--- src/rtl/divtap_pkg.sv ---
package divtap_pkg;
  typedef struct packed {
    logic       en;
    logic       src_slow;
    logic [1:0] sel;
  } divtap_cfg_t;
endpackage

--- src/rtl/divtap_prescaler.sv ---
module divtap_prescaler #(
  parameter int W = 11
) (
  input  logic         clk,
  input  logic         rst,
  input  logic         tick,
  output logic [W-1:0] rise
);
  logic [W-1:0] cnt;

  always_ff @(posedge clk) begin
    if (rst) cnt <= '0;
    else if (tick) cnt <= cnt + 1'b1;
  end

  for (genvar i = 0; i < W; i++) begin : g_rise
    if (i == 0) begin : g_lsb
      assign rise[i] = tick & ~cnt[0];
    end else begin : g_upper
      assign rise[i] = tick & ~cnt[i] & (&cnt[i-1:0]);
    end
  end


  cnt_hold_chk: assert property (@(posedge clk) disable iff (rst)
    !tick |=> $stable(cnt));

  rise_single_chk: assert property (@(posedge clk) disable iff (rst)
    $onehot0(rise));
endmodule

--- src/rtl/divtap_ctrl.sv ---
module divtap_ctrl
  import divtap_pkg::*;
(
  input  logic        clk,
  input  logic        rst,
  input  logic        wr_en,
  input  divtap_cfg_t wr_cfg,
  input  logic        lp_enter,
  output divtap_cfg_t cfg_q
);
  always_ff @(posedge clk) begin
    if (rst) begin
      cfg_q <= '0;
    end else begin
      if (wr_en) cfg_q <= wr_cfg;
      if (lp_enter) cfg_q.en <= 1'b0;
    end
  end


  lp_clear_chk: assert property (@(posedge clk) disable iff (rst)
    lp_enter |=> !cfg_q.en);
endmodule

--- src/rtl/divtap_outgen.sv ---
module divtap_outgen
  import divtap_pkg::*;
#(
  parameter int FW = 11,
  parameter int SW = 4
) (
  input  logic        clk,
  input  logic        rst,
  input  divtap_cfg_t cfg,
  input  logic        slow_mode,
  input  logic [FW-1:0] fast_rise,
  input  logic [SW-1:0] slow_rise,
  output logic        q
);
  localparam int F_SEL0 = FW - 4;
  localparam int F_SEL1 = FW - 1;
  localparam int F_SEL2 = FW - 2;
  localparam int F_SEL3 = FW - 3;
  localparam int S_SEL1 = SW - 1;
  localparam int S_SEL2 = SW - 2;
  localparam int S_SEL3 = SW - 3;

  logic use_slow;
  logic sel_rise;
  logic reserved;

  always_comb begin
    use_slow = cfg.src_slow | slow_mode;
    reserved = 1'b0;
    sel_rise = 1'b0;
    if (use_slow) begin
      unique case (cfg.sel)
        2'd0: reserved = 1'b1;
        2'd1: sel_rise = slow_rise[S_SEL1];
        2'd2: sel_rise = slow_rise[S_SEL2];
        default: sel_rise = slow_rise[S_SEL3];
      endcase
    end else begin
      unique case (cfg.sel)
        2'd0: sel_rise = fast_rise[F_SEL0];
        2'd1: sel_rise = fast_rise[F_SEL1];
        2'd2: sel_rise = fast_rise[F_SEL2];
        default: sel_rise = fast_rise[F_SEL3];
      endcase
    end
  end

  always_ff @(posedge clk) begin
    if (rst) q <= 1'b1;
    else if (!cfg.en || reserved) q <= 1'b1;
    else if (sel_rise) q <= ~q;
  end


  idle_high_chk: assert property (@(posedge clk) disable iff (rst)
    !$past(cfg.en) |-> q);

  reserved_high_chk: assert property (@(posedge clk) disable iff (rst)
    $past(cfg.en) && $past(reserved) |-> q);

  toggle_on_tap_chk: assert property (@(posedge clk) disable iff (rst)
    $past(cfg.en) && !$past(reserved) && !$past(sel_rise) |-> $stable(q));
endmodule

--- src/rtl/divtap_out.sv ---
module divtap_out
  import divtap_pkg::*;
#(
  parameter int FAST_W = 11,
  parameter int SLOW_W = 4
) (
  input  logic       clk,
  input  logic       rst,
  input  logic       fast_tick,
  input  logic       slow_tick,
  input  logic       slow_mode,
  input  logic       lp_enter,
  input  logic       wr_en,
  input  logic       wr_enable,
  input  logic       wr_src_slow,
  input  logic [1:0] wr_sel,
  output logic       sq_out
);
  divtap_cfg_t       wr_cfg;
  divtap_cfg_t       cfg_q;
  logic [FAST_W-1:0] fast_rise;
  logic [SLOW_W-1:0] slow_rise;

  assign wr_cfg = '{en: wr_enable, src_slow: wr_src_slow, sel: wr_sel};

  divtap_ctrl u_ctrl (
    .clk(clk), .rst(rst), .wr_en(wr_en), .wr_cfg(wr_cfg),
    .lp_enter(lp_enter), .cfg_q(cfg_q)
  );

  divtap_prescaler #(.W(FAST_W)) u_fast (
    .clk(clk), .rst(rst), .tick(fast_tick), .rise(fast_rise)
  );

  divtap_prescaler #(.W(SLOW_W)) u_slow (
    .clk(clk), .rst(rst), .tick(slow_tick), .rise(slow_rise)
  );

  divtap_outgen #(.FW(FAST_W), .SW(SLOW_W)) u_out (
    .clk(clk), .rst(rst), .cfg(cfg_q), .slow_mode(slow_mode),
    .fast_rise(fast_rise), .slow_rise(slow_rise), .q(sq_out)
  );
endmodule

--- config.mk ---
export PLATFORM = sky130hd
export DESIGN_NAME = divtap_out
export DESIGN_NICKNAME = d
export VERILOG_FILES = /design/src/rtl/divtap_pkg.sv /design/src/rtl/divtap_prescaler.sv /design/src/rtl/divtap_ctrl.sv /design/src/rtl/divtap_outgen.sv /design/src/rtl/divtap_out.sv
export SDC_FILE = /design/constraint.sdc
export NUM_CORES = 1
export LEC_CHECK = 0
export ABC_AREA = 1
export CAP_MARGIN = 20
export CORE_MARGIN = 8
export CORE_UTILIZATION = 50
export CTS_BUF_LIST = sky130_fd_sc_hd__clkbuf_16
export DETAILED_ROUTE_END_ITERATION = 10
export DONT_BUFFER_PORTS = 1
export SETUP_SLACK_MARGIN = 0.05
export SKIP_LAST_GASP = 1
export SLEW_MARGIN = 20
export SYNTH_ARGS = -nofsm -noshare
export SYNTH_HDL_FRONTEND = slang
export SYNTH_SLANG_ARGS = --single-unit
--- constraint.sdc ---
create_clock -name clk -period 2.1 [get_ports clk]
set_clock_uncertainty 0.2 [all_clocks]
set_input_delay 0.105 -clock clk [delete_from_list [all_inputs] [get_ports clk]]
set_output_delay 0.105 -clock clk [all_outputs]
set_load 0.005 [all_outputs]
==> metrics <==
status=completed; # rows=16; die width=60.7 µm; maximum number of pins on one net before global-route repair=13; Final Slew Violations=0; CTS H-tree lvls=1; Die Ht=60.7 µm; Startpoint Class=primary input; Crit path arrival time=1910 ps; Least-Margin Pin Slew=433 ps; sw frac=21.9%; Gate Count Post-Synth=142; Pint=0.684 mW; Max Cap Viol=0; Hold Vio Cnt, Final=0; Max clock buf depth=2; VDD IR max=577 µV; DR pass1 iterations=4; Final nets=175; R2R setup slack=340 ps; total core area=1920 µm²; ranking of synthesized cells by area=dfxtp_1, nor2_1, inv_1; antenna violation net count after detailed routing=0; via count=959; total gr overflow=0; initial antenna violation count=0; initial core utilization=52.0%; Post-synth top flop=dfxtp_1; final setup violating endpoints=0; detailed placement HPWL=1590 µm; Distinct cells, synth=21; Final Critical Period=1970 ps; Synth Cell Area=998 µm²; CP endpoint kind=flip-flop; hold crit path type=primary input to flip-flop; RSZ-0062 raised after global routing=false; vias in the first global route=945; Net Sw Power=0.191 mW; Seq/Total Area, Yosys=40.1%; Tcrit/Tclk final=93.8%; max frequency=508 MHz; clock latency on the worst-skew pair=250 ps; PortBufs=0; Die ar.=3680 µm²; power share of the clock group=44.0%; first-pass GRT wire length=3820 µm; Reg power frac=46.7%; Rel. slew slack=71.1%; wire per inst=12.3 µm; routed wire length=2270 µm; Post-route DRC=0; CTS tree=built; Syn. warnings=0; EDFF count, synth=0; GRT Total Usage=13.7%; # diodes=0; Setup CP Type=primary input to flip-flop; Comb power frac=9.3%; Placed Cells=166; CP Max Fanout=5; final cell count without fillers=185; flops & latches, synth=20; clock root buffer=clkbuf_16; Via density=5.18; power per cell area=703 nW/µm²; synthesized area per cell=7.03 µm²; CP required=2040 ps; layout cells sized above 1=6.33%; initial drt markers=21; Yosys top cell area share=40.1%; Fin Setup TNS=0 ps; synthesized net count=157; Num CTS Buffers=3; Reg clk slew, reported paths=50 ps; Static Leak=0.578 nW; area leader, netlist=dfxtp_1; synth-to-layout area growth=24.7%; I/O pins=12; asr flop ratio synth=0%; clk sinks=20; Placer Congestion=0.751
## registers in the layout (all words and copies together) (netlist names)
register      count
u_fast.cnt       11
u_ctrl.cfg_q      4
u_slow.cnt        4
u_out.q           1
## area by class of cell
class	count	area, µm²
fill	189	677
inverter	21	78.8
tap	27	33.8
sequential	20	400
timing repair buffer	16	158
multi-input combinational	98	499
clock buffer	3	75.1
## kinds of logic after synthesis
group           count (synthesis)  share of synthesized area (%)
simple gates                   69                           31.7
buf+inv                        24                           9.90
fa+ha+maj                       4                           5.01
compound gates                 25                           13.3
flops                          20                           40.1
## final timing paths
| check | startpoint | to | cells after the start |
|---|---|---|---|
| setup reg to reg | u_fast.cnt[1] | u_out.q | 9 |
| hold reg to reg | u_fast.cnt[10] | u_fast.cnt[10] | 2 |
| hold / removal | slow_mode | u_out.q | 4 |
| setup / recovery | wr_en | u_ctrl.cfg_q[2] | 6 |
## routing by layer
metal	up-vias	part of all wire (%)	GRT usage, %
met2	15	51	24.6
li1	500	-	-
met4	0	4.0	11.0
met1	436	42	13.2
met5	-	0	0
met3	8	2.8	2.97
## synth_stat cells, types with 2 or more instances
cell type	n
a21oi_1	12
inv_1	21
dfxtp_1	20
nand3_1	11
nand2_1	20
nor3_1	7
nor2_1	22
o21ai_0	10
nand4_1	3
nand2_2	2
ha_1	4
## timing repair
| item | in CTS | in global routing |
|---|---|---|
| resized for setup | 0 | 2 |
| setup endpoints to repair | 0 | 2 |
| endpoints found under the hold margin | 20 | 1 |
| hold buffers | 14 | 1 |
| buffers inserted | 0 | 2 |
## cell usage in the layout, fill, tap and decap left out, types with 4 or more instances in the layout
master	instances
nor2_1	22
ha_1	4
nand3_1	11
nand2_1	20
dfxtp_1	20
inv_1	20
o21ai_0	10
a21oi_1	12
dlygate4sd3_1	13
nor3_1	7
## critical path, stage by stage
cell and delay [ps]:
dlygate4sd3_1 540, inv_2 60, nor2_1 70, dlygate4sd3_1 550, nor2_1 40, dlygate4sd3_1 540
## per-stage QoR
step                      setup WS, ps  power [mW]  utilization (%)  hold WS, ps  area [µm²]
after floorplan                    494       0.460                -        -5.24         998
after global placement             393       0.465             52.7        -14.7        1010
after detailed placement           355       0.467             52.7        -11.9        1010
after CTS                         79.5       0.877             63.9         25.0        1230
after global routing              80.6       0.907             64.8         51.5        1240
final                              130       0.875             64.8         15.3        1240
## power by group through the flow
| stage | clock (mW) | combinational (mW) | sequential [mW] |
|---|---|---|---|
| 4_1_cts | 0.392 | 0.0772 | 0.408 |
| 3_3_place_gp | 0 | 0.0494 | 0.415 |
| 2_1_floorplan | 0 | 0.0469 | 0.413 |
| 6_report | 0.385 | 0.0814 | 0.409 |
| 5_1_grt | 0.403 | 0.0928 | 0.411 |
| 3_5_place_dp | 0 | 0.0507 | 0.416 |
Note: power is estimated with default switching activity, not from simulation.
